[src/rtl/gpio_sense_pkg.sv]
package gpio_sense_pkg;
  localparam int unsigned REG_ADDR_W = 3;

  typedef enum logic [REG_ADDR_W-1:0] {
    REG_FLAGS  = 3'd0,
    REG_ENABLE = 3'd1,
    REG_EDGE   = 3'd2,
    REG_ANY    = 3'd3,
    REG_INVERT = 3'd4,
    REG_UNMASK = 3'd5
  } reg_sel_e;
endpackage

[src/rtl/gpio_sync_chain.sv]
module gpio_sync_chain #(
  parameter int unsigned WIDTH  = 16,
  parameter int unsigned STAGES = 2
) (
  input  logic             clk,
  input  logic             rst_n,
  input  logic [WIDTH-1:0] async_i,
  output logic [WIDTH-1:0] sync_o
);
  logic [STAGES-1:0][WIDTH-1:0] stage_q;

  // Stage 0 samples the pins; every later stage samples the one before it.
  generate
    for (genvar s = 0; s < STAGES; s++) begin : g_stage
      logic [WIDTH-1:0] stage_d;
      if (s == 0) begin : g_first
        assign stage_d = async_i;
      end else begin : g_next
        assign stage_d = stage_q[s-1];
      end
      always_ff @(posedge clk or negedge rst_n) begin
        if (!rst_n) stage_q[s] <= '0;
        else        stage_q[s] <= stage_d;
      end
    end
  endgenerate

  assign sync_o = stage_q[STAGES-1];
endmodule

[src/rtl/gpio_cfg_regs.sv]
module gpio_cfg_regs
  import gpio_sense_pkg::*;
#(
  parameter int unsigned WIDTH = 16
) (
  input  logic                  clk,
  input  logic                  rst_n,
  input  logic                  wr_en,
  input  logic [REG_ADDR_W-1:0] addr,
  input  logic [WIDTH-1:0]      wdata,
  output logic [WIDTH-1:0]      enable_q,
  output logic [WIDTH-1:0]      edge_q,
  output logic [WIDTH-1:0]      any_q,
  output logic [WIDTH-1:0]      invert_q,
  output logic [WIDTH-1:0]      unmask_q
);
  localparam int unsigned NCFG = 5;

  logic [NCFG-1:0]            sel;
  logic [NCFG-1:0][WIDTH-1:0] cfg_q;
  logic [NCFG-1:0][WIDTH-1:0] cfg_d;

  // One word per configuration address, 1..NCFG; each has its own clock enable.
  generate
    for (genvar k = 0; k < NCFG; k++) begin : g_word
      assign sel[k] = wr_en && (addr == REG_ADDR_W'(k + 1));

      always_comb begin
        cfg_d[k] = cfg_q[k];
        if (sel[k]) cfg_d[k] = wdata;
      end

      always_ff @(posedge clk or negedge rst_n) begin
        if (!rst_n)      cfg_q[k] <= '0;
        else if (sel[k]) cfg_q[k] <= cfg_d[k];
      end
    end
  endgenerate

  assign enable_q = cfg_q[0];
  assign edge_q   = cfg_q[1];
  assign any_q    = cfg_q[2];
  assign invert_q = cfg_q[3];
  assign unmask_q = cfg_q[4];
endmodule

[src/rtl/gpio_pin_sense.sv]
module gpio_pin_sense #(
  parameter int unsigned WIDTH = 16
) (
  input  logic             clk,
  input  logic             rst_n,
  input  logic [WIDTH-1:0] sync_i,
  input  logic [WIDTH-1:0] enable_i,
  input  logic [WIDTH-1:0] edge_i,
  input  logic [WIDTH-1:0] any_i,
  input  logic [WIDTH-1:0] invert_i,
  input  logic             clr_wr_i,
  input  logic [WIDTH-1:0] clr_data_i,
  output logic [WIDTH-1:0] flag_q
);
  logic [WIDTH-1:0] prev_q;
  logic [WIDTH-1:0] flag_d;

  generate
    for (genvar i = 0; i < WIDTH; i++) begin : g_pin
      logic rise, fall, hit;

      assign rise = sync_i[i] & ~prev_q[i];
      assign fall = ~sync_i[i] & prev_q[i];
      assign hit  = any_i[i] ? (rise | fall) : (invert_i[i] ? fall : rise);

      // Order of the branches sets the priority: enable, then mode,
      // then a new event ahead of a software clear.
      always_comb begin
        if (!enable_i[i])                     flag_d[i] = 1'b0;
        else if (!edge_i[i])                  flag_d[i] = sync_i[i] ^ invert_i[i];
        else if (hit)                         flag_d[i] = 1'b1;
        else if (clr_wr_i && !clr_data_i[i])  flag_d[i] = 1'b0;
        else                                  flag_d[i] = flag_q[i];
      end
    end
  endgenerate

  always_ff @(posedge clk or negedge rst_n) begin
    if (!rst_n) begin
      prev_q <= '0;
      flag_q <= '0;
    end else begin
      prev_q <= sync_i;
      flag_q <= flag_d;
    end
  end
endmodule

[src/rtl/gpio_sense_bank.sv]
module gpio_sense_bank
  import gpio_sense_pkg::*;
#(
  parameter int unsigned WIDTH       = 16,
  parameter int unsigned SYNC_STAGES = 2
) (
  input  logic                  clk,
  input  logic                  rst_n,
  input  logic [WIDTH-1:0]      pin_i,
  input  logic [REG_ADDR_W-1:0] reg_addr,
  input  logic                  reg_we,
  input  logic [WIDTH-1:0]      reg_wdata,
  output logic [WIDTH-1:0]      reg_rdata,
  output logic [WIDTH-1:0]      pin_flag_o,
  output logic                  irq_o
);
  logic             rst_meta_q, rst_core_n;
  logic [WIDTH-1:0] pin_sync;
  logic [WIDTH-1:0] enable_q, edge_q, any_q, invert_q, unmask_q;
  logic [WIDTH-1:0] data_q;
  logic             flag_wr;

  // Reset is asserted at once and released two clocks later.
  always_ff @(posedge clk or negedge rst_n) begin
    if (!rst_n) begin
      rst_meta_q <= 1'b0;
      rst_core_n <= 1'b0;
    end else begin
      rst_meta_q <= 1'b1;
      rst_core_n <= rst_meta_q;
    end
  end

  gpio_sync_chain #(.WIDTH(WIDTH), .STAGES(SYNC_STAGES)) u_sync (
    .clk     (clk),
    .rst_n   (rst_core_n),
    .async_i (pin_i),
    .sync_o  (pin_sync)
  );

  gpio_cfg_regs #(.WIDTH(WIDTH)) u_cfg (
    .clk      (clk),
    .rst_n    (rst_core_n),
    .wr_en    (reg_we),
    .addr     (reg_addr),
    .wdata    (reg_wdata),
    .enable_q (enable_q),
    .edge_q   (edge_q),
    .any_q    (any_q),
    .invert_q (invert_q),
    .unmask_q (unmask_q)
  );

  assign flag_wr = reg_we && (reg_sel_e'(reg_addr) == REG_FLAGS);

  gpio_pin_sense #(.WIDTH(WIDTH)) u_sense (
    .clk        (clk),
    .rst_n      (rst_core_n),
    .sync_i     (pin_sync),
    .enable_i   (enable_q),
    .edge_i     (edge_q),
    .any_i      (any_q),
    .invert_i   (invert_q),
    .clr_wr_i   (flag_wr),
    .clr_data_i (reg_wdata),
    .flag_q     (data_q)
  );

  always_comb begin
    case (reg_sel_e'(reg_addr))
      REG_FLAGS:  reg_rdata = data_q;
      REG_ENABLE: reg_rdata = enable_q;
      REG_EDGE:   reg_rdata = edge_q;
      REG_ANY:    reg_rdata = any_q;
      REG_INVERT: reg_rdata = invert_q;
      REG_UNMASK: reg_rdata = unmask_q;
      default:    reg_rdata = '0;
    endcase
  end

  assign pin_flag_o = data_q & unmask_q;
  assign irq_o      = |pin_flag_o;
endmodule

[config.mk]
export PLATFORM = sky130hd
export DESIGN_NAME = gpio_sense_bank
export DESIGN_NICKNAME = d
export VERILOG_FILES = /design/src/rtl/gpio_sense_pkg.sv /design/src/rtl/gpio_sync_chain.sv /design/src/rtl/gpio_cfg_regs.sv /design/src/rtl/gpio_pin_sense.sv /design/src/rtl/gpio_sense_bank.sv
export SDC_FILE = /design/constraint.sdc
export NUM_CORES = 1
export LEC_CHECK = 0
export ABC_AREA = 1
export BUFFER_PORTS_ARGS = -buffer_cell sky130_fd_sc_hd__buf_4
export CELL_PAD_IN_SITES_DETAIL_PLACEMENT = 0
export CELL_PAD_IN_SITES_GLOBAL_PLACEMENT = 1
export CORE_ASPECT_RATIO = 0.75
export CORE_MARGIN = 2
export CORE_UTILIZATION = 35
export CTS_CLUSTER_DIAMETER = 150
export CTS_CLUSTER_SIZE = 10
export DETAILED_ROUTE_END_ITERATION = 6
export PLACE_DENSITY = 0.63
export SETUP_SLACK_MARGIN = 0.1
export SYNTH_ARGS = -nofsm -noshare
export SYNTH_HDL_FRONTEND = slang
export SYNTH_SLANG_ARGS = --single-unit
[constraint.sdc]
create_clock -name clk -period 5 [get_ports clk]
set_clock_uncertainty 0.05 [all_clocks]
set_input_delay 0.5 -clock clk [delete_from_list [all_inputs] [get_ports clk]]
set_output_delay 0.5 -clock clk [all_outputs]
set_load 0.005 [all_outputs]
==> key figures <==
Clock network
  – Clock buffer count from CTS: 17
  – CTS tree: yes
  – Root buf cell: clkbuf_16
  – # H-tree levels: 4
  – Resized cells post-CTS: 0
  – CTS sink count: 146
  – Setup bufs post-CTS: 0
  – Max clock buf depth: 2
  – Clock slew at reported path FFs: 0.07 ns
  – Clock Latency Late Sink: 0.43 ns

Setup path
  – Critical path type: input pin to primary output
  – Critical path's most frequent cell: buf_4
  – FF-to-FF Start: rst_core_n
  – CP max-delay cell: inv_1
  – Crit-path max cell delay: 0.40 ns
  – Worst EP arrival: 2.20 ns
  – Critical Path Start Type: input pin
  – Reg2reg path depth: 1
  – CP startpoint: reg_addr[2]
  – Critical path, cell by cell: buf_4 > inv_1 > buf_4 > nand2_1 > nor2_1 > a21oi_1 > nand2_1 > buf_4
  – Crit-path max FO: 34
  – Worst setup EP type: primary output
  – Worst Path Required: 4.45 ns

Layout
  – Layout cells sized above 1: 0.134
  – Final Net Count: 1111
  – Antenna cells: 0
  – Syn-to-layout area delta: 17.6%
  – Fin util: 0.423

GRT
  – Total Routing Usage GR: 0.179
  – Largest net degree at the start of global routing: 106
  – Initial antenna violation count: 0
  – Vias in the first global route: 5706
  – First-pass GRT wire length: 31900 µm
  – GRT Residual Overflow: 0

Logic synthesis
  – Cells after synthesis: 980
  – Largest cells by area after synthesis: dfrtp_1 48%, nand2_1 15%, inv_1 8.7%
  – Syn Std Cell Area: 7650 µm²
  – Synth cell types: 25
  – Post-synthesis sequential area ratio: 0.477
  – Syn_nets: 1050
  – Yosys warning total: 0
  – Flop and latch count out of synthesis: 146
  – Mean Syn Cell Area: 7.81 µm²
  – Largest area contributor in the netlist: dfrtp_1
  – Share of the synthesized area in the top cell type: 0.477

STA
  – Clock period minus worst slack: 2.75 ns
  – Slew HR: 0.338
  – Setup TNS: 0 ns
  – Worst Max-Slew Pin Slew: 0.990 ns
  – Final setup vio count: 0
  – Maximum clock frequency: 363 MHz
  – Unrepaired setup endpoints after global routing: false
  – Slew Viols, Final: 0
  – Period Utilization, post-route: 0.550
  – Endpoints failing hold: 0

Power and ir drop
  – Power, Total: 3.46 mW
  – PwrDens: 384 nW/µm²
  – Clock share of power: 0.385
  – Sw Share: 0.303
  – P_leak: 4.96 nW
  – VDD IR max: 0.000236 V
  – Sw Pwr: 1.05 mW
  – Internal: 2.41 mW
  – Sequential power share: 0.439
  – Logic gate share of total power: 0.176

Detailed routing
  – WL final: 20000 µm
  – Via-to-Cell Ratio: 4.60
  – Total number of vias: 6169
  – Initial DRC Count: 451
  – Drt pass-1 iters: 5
  – Avg WL per Cell: 14.9 µm
  – Post-route DRC: 0
  – Post-DRT Antenna Nets: 0

Die
  – Top Ports: 71
  – Initial Util: 0.359
  – # rows: 46
  – Chip height: 132 µm
  – Die area: 23100 µm²
  – Core ar.: 21300 µm²
  – Die width: 175 µm

Hold path
  – Hold Startpoint: pin_i[9]
  – Worst Hold Class: input pin to flop
  – Hold Crit Depth: 1

Place
  – Port Buffer Count: 70
  – RePlAce Congestion: 0.762
  – Post-DP HPWL: 13000 µm

Run status
  – Outcome: complete, no violations

Flow run
  – Max-Cap Viols: 0
-- final timing paths --
path	to	slack [ns]
max	reg_rdata[13]	2.25
min	u_sync.g_stage[1].stage_d[9]	0.12
max reg2reg	u_cfg.any_q[11]	3.65
min reg2reg	u_sync.g_stage[1].stage_d[6]	0.26
max in group asynchronous	u_cfg.any_q[11]	3.65
min in group asynchronous	u_sync.g_stage[1].stage_d[6]	0.26
-- timing repair --
action,4_1_cts,5_1_grt
hold endpoints to repair,2,0
hold buffers,1,0
endpoints found under the setup margin,0,0
-- cell families after synthesis --
family          Yosys count  synth area share
compound gates           90            0.0696
fa+ha+maj                32            0.0523
buf+inv                 213             0.117
flops                   146             0.477
other cells               1          0.000490
simple gates            498             0.284
-- synth_stat cells, drive strengths merged --
cell	count
buf	26
nor2	58
inv	180
nand2	307
dfrtp	146
nand4	36
ha	32
o21ai	85
nor3	4
nand3	93
conb	1
clkbuf	7
a21oi	5
-- final cells by class --
cell class	count	area (µm²)
Timing Repair Buffer	75	578
Inverter	180	683
Multi-Input combinational cell	621	3110
Tap cell	288	360
Sequential cell	146	3660
Fill cell	2229	12300
Clock buffer	19	453
Clock inverter	12	158
-- power by group through the flow --
stage	registers [mW]	clock network, mW	logic (mW)
after global placement	1.54	0	0.610
final	1.52	1.33	0.609
after CTS	1.52	1.37	0.617
after detailed placement	1.54	0	0.614
after global routing	1.55	1.41	0.704
after floorplan	1.50	0	0.414
-- placed cells by master, fill, tap and decap left out, types with 2 or more instances in the layout --
master | synthesis | final
nand2_2 | 3 | 3
nor2_8 | 2 | 2
nand4_1 | 36 | 36
nor2_1 | 56 | 56
o21ai_1 | 10 | 10
inv_6 | 1 | 2
ha_1 | 32 | 32
clkbuf_8 | 0 | 2
nand2_1 | 303 | 303
nand3_1 | 92 | 92
o21ai_2 | 22 | 22
clkbuf_16 | 0 | 17
nor3_4 | 3 | 3
clkinvlp_4 | 0 | 6
bufinv_16 | 0 | 3
dfrtp_1 | 146 | 145
o21ai_0 | 53 | 53
a21oi_1 | 5 | 5
buf_4 | 2 | 73
inv_1 | 178 | 178
-- routing by layer --
layer	part of all wire	track usage
met3	0.043	0.0381
met5	0	0
met1	0.52	0.272
met4	0.0088	0.0444
met2	0.42	0.258
-- through the flow --
step / instance area (µm²) / hold slack [ns] / worst slack [ns] / std cells
3_5_place_dp: 8380 / 0.233 / 2.25 / 1309
2_1_floorplan: 7650 / 0.154 / 0.581 / 980
4_1_cts: 9000 / 0.106 / 2.24 / 1341
3_3_place_gp: 8380 / 0.234 / 2.22 / 1309
6_report: 9000 / 0.123 / 2.25 / 1341
5_1_grt: 9000 / 0.105 / 2.12 / 1341
-- critical path: cells and delay by family --
kind	cells	cell delay (ns)
buffers and inverters	4	1.26
AO/OA/AOI/OAI	1	0.11
AND/OR/NAND/NOR	3	0.33
-- flip-flops by register name, summed over array words and instances (netlist names) --
signal and cells:
u_cfg.any_q 16, u_cfg.edge_q 16, u_cfg.enable_q 16, u_cfg.invert_q 16
u_cfg.unmask_q 16, u_sense.flag_q 16, u_sense.prev_q 16, u_sync.g_stage.stage_d 16
u_sync.sync_o 16, rst_core_n 1, rst_meta_q 1
No activity file was read; power rests on OpenSTA's default activity.
